<file path="config.mk">
export PLATFORM = sky130hd
export DESIGN_NAME = two_road_signal_fsm
export DESIGN_NICKNAME = d
export VERILOG_FILES = /design/src/rtl/two_road_signal_fsm.sv
export SDC_FILE = /design/constraint.sdc
export NUM_CORES = 1
export LEC_CHECK = 0
export ABC_CLOCK_PERIOD_IN_PS = 1900
export BUFFER_PORTS_ARGS = -buffer_cell sky130_fd_sc_hd__clkbuf_2
export CORE_AREA = 10 10 47 49
export CTS_BUF_LIST = sky130_fd_sc_hd__clkbuf_4
export DETAILED_ROUTE_END_ITERATION = 8
export DIE_AREA = 0 0 57 59
export SLEW_MARGIN = 20
export SYNTH_ARGS = -nofsm -noshare
export SYNTH_HDL_FRONTEND = slang
export SYNTH_SLANG_ARGS = --single-unit
export TNS_END_PERCENT = 5
</file>
<file path="constraint.sdc">
create_clock -name clk -period 1.9 [get_ports clk]
set_input_delay 0.095 -clock clk [delete_from_list [all_inputs] [get_ports clk]]
set_output_delay 0.095 -clock clk [all_outputs]
set_load 0.02 [all_outputs]
</file>
<file path="src/rtl/two_road_signal_fsm.sv">
module two_road_signal_fsm (
  input  logic clk,
  input  logic rst,
  input  logic done_rg,
  input  logic done_ry,
  input  logic done_gr,
  input  logic done_yr,
  output logic a_red,
  output logic a_yel,
  output logic a_grn,
  output logic b_red,
  output logic b_yel,
  output logic b_grn,
  output logic phase_start
);

  typedef enum logic [2:0] {
    S_YY = 3'd0,
    S_RG = 3'd1,
    S_RY = 3'd2,
    S_GR = 3'd3,
    S_YR = 3'd4
  } light_t;

  light_t st, nxt;

  always_comb begin
    nxt = st;
    unique case (st)
      S_YY: nxt = S_RG;
      S_RG: if (done_rg) nxt = S_RY;
      S_RY: if (done_ry) nxt = S_GR;
      S_GR: if (done_gr) nxt = S_YR;
      S_YR: if (done_yr) nxt = S_RG;
      default: nxt = S_YY;
    endcase
  end

  always_ff @(posedge clk) begin
    if (rst) begin
      st          <= S_YY;
      phase_start <= 1'b0;
    end else begin
      st          <= nxt;
      phase_start <= (nxt != st);
    end
  end

  assign a_red = (st == S_RG) || (st == S_RY);
  assign a_grn = (st == S_GR);
  assign a_yel = (st == S_YR) || (st == S_YY);
  assign b_red = (st == S_GR) || (st == S_YR);
  assign b_grn = (st == S_RG);
  assign b_yel = (st == S_RY) || (st == S_YY);

  a_r1_reset_state: assert property (@(posedge clk)
    rst |=> (a_yel && b_yel && !phase_start));

  a_r2_leave_yy: assert property (@(posedge clk) disable iff (rst)
    (a_yel && b_yel) |=> (a_red && b_grn && phase_start));

  a_r3_hold_rg: assert property (@(posedge clk) disable iff (rst)
    (a_red && b_grn && !done_rg) |=> (a_red && b_grn && !phase_start));

  a_r3_hold_gr: assert property (@(posedge clk) disable iff (rst)
    (a_grn && b_red && !done_gr) |=> (a_grn && b_red && !phase_start));

  a_r4_rg_to_ry: assert property (@(posedge clk) disable iff (rst)
    (a_red && b_grn && done_rg) |=> (a_red && b_yel));

  a_r4_yr_to_rg: assert property (@(posedge clk) disable iff (rst)
    (a_yel && b_red && done_yr) |=> (a_red && b_grn));

  a_r5_one_lamp: assert property (@(posedge clk) disable iff (rst)
    ($countones({a_red, a_yel, a_grn}) == 1) && ($countones({b_red, b_yel, b_grn}) == 1));

  a_r6_pulse_on_change: assert property (@(posedge clk) disable iff (rst)
    phase_start |-> (st != $past(st)));

endmodule

</file>
# --- After elaboration in Yosys (flattened, before gate mapping) ---
# Index checks and enable logic that the tools add are counted.
op_classes:
  n_eq_ne: 5
  muxes: 5
  reduce_logical: 5
ops:
  columns: ["op", "count"]
  rows:
  - ["3-bit case mux with 5 select lines", 1]
  - ["3-bit 2-to-1 mux", 4]
  - ["3-bit by 2-bit == test with 1-bit output, second input constant", 2]
  - ["1-bit logical OR", 4]
  - ["3-bit by 1-bit == test with 1-bit output, second input constant", 1]
  - ["3-bit == test, second input constant", 1]
  - ["3-bit logical NOT", 1]
  - ["3-bit inequality test", 1]
word_totals:
  regBits: 4
  inputBits: 6
  out_inout_bits: 7
  word_cells: 17

# --- Longest topological paths before layout ---
depth:
  word_depth: 3
  mapped_depth: 5

# --- Least setup slack after synthesis ---
# OpenSTA, ideal clock, no wires.
synth_path:
  path_type: "reg2reg"
  from: "reg st[1]"
  to: "reg st[0]"
  setup_time_ns: 0.086
  t_arrival_ns: 1.157
  slack_ns: 0.657
  stages_incl_launch_ff: 5
  path_buffers: 1
  period_less_slack_ns: 1.243
  cell_sequence: "dfxtp_1 buf_6 nor2_1 inv_1 a221oi_2"
synth_via:
  elab_chain_len: 2
synth_rtl:
  columns: ["element", "line", "source"]
  rows:
  - ["from (decl)", "25", "light_t st, nxt;"]
  - ["from (signal assigned)", "44", "st <= nxt;"]
  - ["3-bit == test, or another cell as far along", "29", "unique case (st)"]
  - ["3-bit case mux with 5 select lines *", "29", null]
# Every way passes the cells marked *; elsewhere a longest branch is shown, timed or not.
# A chain may end at the register's enable or synchronous reset.

# --- Final worst setup path ---
layout_path:
  from: "reg st[0]"
  to: "out b_red"
layout_via:
  elab_chain_len: 2
layout_rtl:
  columns: ["element", "line", "source"]
  rows:
  - ["3-bit by 2-bit == test with 1-bit output / 3-bit == test (equally long branches)", "52", "assign b_red = (st == S_GR) || (st == S_YR);"]
  - ["1-bit logical OR *", "52", null]
  - ["to (decl)", "11", "output logic b_red,"]
# Marks and branches as above.

==> run_results.csv <==
group,metric,value,unit
clock_tree,numCtsBuffers,3,
placement,gp_congestion,0.793,
sta,maxClockFrequency,664,MHz
layout,stdcell_count,60,
detailed_routing,viasPerCell,4.48,
detailed_routing,wirelength,715,microns
synth,synth_simple_gate_area_frac,0.272,
pwr,leakage,0.000171,uW
critical_path,critPathLaunchType,"flop",
pwr,powerDensity,856,mW/mm^2
grt,grt_pass1_wl,1180,microns
sta,finalHoldViolCount,0,
pwr,vdd_drop_max,0.361,mV
critical_path,path_delay_family,"flip-flops",
critical_path,max_stage_delay,510,ps
floorplan,core_area,0.00140,sq mm
critical_path,endpoint_kind,"output port",
synth,synth.largest_area_cell,"dfxtp_1",
layout,drive_gt1_frac,0.432,
critical_path,reg2reg_to,"phase_start",
critical_path,cp_num_buf_inv,2,
synth,netlist_area,272,sq um
placement,port_buffers,12,
critical_path,r2r_slack,640,ps
pwr,power_switching,101,uW
clock_tree,cts_sinks,4,
synth,synth-seq-cells,4,
hold_path,holdPathEnd,"st[0]",
hold_path,holdPathStages,2,
clock_tree,clockRootBuffer,"clkbuf_4",
clock_tree,hold_buffers,0,
sta,worst_pin_slew,446,ps
clock_tree,clock_path_buffers,2,
critical_path,path_max_fanout,8,
sta,timing.setup.tns,0,ps
synth,synth-compound-area-share,0.272,
clock_tree,clk_latency,240,ps
grt,grt_use_total,0.0470,
detailed_routing,drt-wirelength-per-cell,11.9,microns
critical_path,crit_arrival,1410,ps
clock_tree,cts_tree,"yes",
sta,skew,3.01,ps
layout,finalNetCount,52,
critical_path,r2r_cells,3,
synth,ys_seq_area_frac,0.295,
layout,antenna-diode-count,0,
sta,finalSetupViolCount,0,
critical_path,cp.required,1800,ps
sta,max-slew-margin-rel,0.702,
grt,grt_max_degree,14,
critical_path,slowest_stage,"dfxtp_1",
sta,finalCritPeriodShare,0.792,
hold_path,hold_path.class,"in2reg",
floorplan,die_area,0.00336,sq mm
synth,synth_top_family_by_area,"compound AO/OA/AOI/OAI gates",
critical_path,crit_type,"reg2out",
clock_tree,post_cts_buffers,0,
placement,numPlacedInstances,57,
pwr,intPower,195,uW
detailed_routing,drtIter0Drc,4,
synth,syn_area_per_cell,8.48,sq um
synth,synth.distinct_cells,19,
grt,grt_pass1_vias,282,
sta,whs,79.6,ps
hold_path,min_from,"rst",
detailed_routing,detail-route-antenna-nets,0,
layout,syn2layout_area_growth,27.6,%
clock_tree,clkTransAtPathRegs,40,ps
run_status,outcome,"finished clean",
pwr,swShare,0.341,
synth,synth_area_leaders,"dfxtp_1, buf_6, a211oi_1, a221oi_2, nor2_1",
run,cap_violations,0,
synth,synth_xor_area_frac,0.0323,
floorplan,fp.dieW,57,microns
sta,final.min_clock_period,1510,ps
pwr,pwr-share-clk,0.363,
clock_tree,h-tree-depth,1,
critical_path,worst-path-stages,4,
synth,syn_nets,38,
synth,yosysTopAreaCellShare,0.295,
detailed_routing,dr_total_vias,269,
synth,yosys-mux-area-fraction,0,
pwr,pwr-share-comb,0.287,
critical_path,worst_r2r_startpoint,"st[0]",
floorplan,io-pin-count,13,
grt,antenna_found_initial,0,
floorplan,die_y,59,microns
floorplan,rows,14,
detailed_routing,dr.pass1.iters,4,
synth,synthCells,32,
pwr,seq_power_share,0.349,
grt,grt-ovfl-total,0,
critical_path,crit_path_cell_trace,"inv_1, nor3b_2, a21o_1, clkbuf_2",
synth,yosys_warnings,0,
clock_tree,cts_resized,0,
sta,drv_slew,0,
synth,yosys.area_share.adder,0,
sta,rsz0062_at_grt,"false",
detailed_routing,drc,0,
floorplan,initial_core_util,0.194,
==> layer usage <==
metal  vias to the layer above  wire length (microns)  track usage
li1                        135                      -            -
met2                        16                    320       0.0636
met1                       114                    305       0.0461
met4                         0                     37       0.0503
met3                         4                     51       0.0300
met5                         -                      0            0
==> state kept, by name, summed over array words and instances, names as in the netlist <==
signal       count
st               3
phase_start      1
==> cell families after synthesis <==
logic type             count (synthesis)
AND/OR/NAND/NOR                       13
AO/OA/AOI/OAI                          9
buffers and inverters                  5
flip-flops                             4
XOR/XNOR                               1
==> metrics by stage <==
step                      total power [uW]  cell area [sq um]  setup WS [ps]  utilization
after floorplan                        169                272            657            -
after global placement                 192                324            683        0.231
final                                  297                347            395        0.247
after global routing                   317                347            310        0.247
after CTS                              302                347            380        0.247
after detailed placement               192                324            640        0.231
==> cell usage after synthesis <==
| master | count |
|---|---|
| a2111oi_0 | 1 |
| a21oi_1 | 2 |
| a221oi_2 | 1 |
| dfxtp_1 | 4 |
| a211oi_1 | 2 |
| nor3b_2 | 1 |
| buf_6 | 2 |
| a211o_1 | 1 |
| nand2_4 | 1 |
| inv_1 | 2 |
| nand2_1 | 3 |
| nor2_1 | 4 |
| o21ai_2 | 1 |
| a21o_1 | 1 |
| buf_2 | 1 |
| xnor2_1 | 1 |
| nor3_1 | 2 |
| and2_1 | 1 |
| nand3b_1 | 1 |
==> cells in the final DEF, fill, tap and decap left out, drive strengths merged <==
cell,synthesis,layout
a2111oi,1,1
a211o,1,1
a211oi,2,2
a21o,1,1
a21oi,2,2
a221oi,1,1
and2,1,1
clkbuf,0,15
dfxtp,4,4
inv,2,2
nand2,4,4
nand3b,1,1
nor2,4,4
nor3,2,2
nor3b,1,1
o21ai,1,1
xnor2,1,1
==> cell type report <==
cell class	count	area, sq um
Multi-Input combinational cell	23	156
Inverter	2	7.51
Tap cell	16	20.0
Fill cell	155	1050
Timing Repair Buffer	12	60.1
Sequential cell	4	80.1
Clock buffer	3	22.5
==> worst reg2reg max path, delay by kind of cell, from the launching register on <==
kind / cells / cell delay, ps
DFF: 1 / 510
buffers and inverters: 1 / 140
AOI/OAI and AO/OA: 2 / 480
==> worst max path at each step <==
stage | startpoint | end | slack, ps
floorplan | st[1] | st[0] | 660
global placement | st[0] | b_red | 680
detailed placement | st[0] | b_red | 640
CTS | st[0] | b_red | 380
global route | st[0] | b_red | 310
finish | st[0] | b_red | 390
==> power by group through the flow <==
stage	clock (uW)	sequential, uW	combinational [uW]
after floorplan	0	98.8	70.4
after global placement	0	105	87.0
after detailed placement	0	105	86.8
after CTS	111	104	87.1
after global routing	117	105	94.5
final	108	104	85.3
Power figures use the tool's default switching activity.
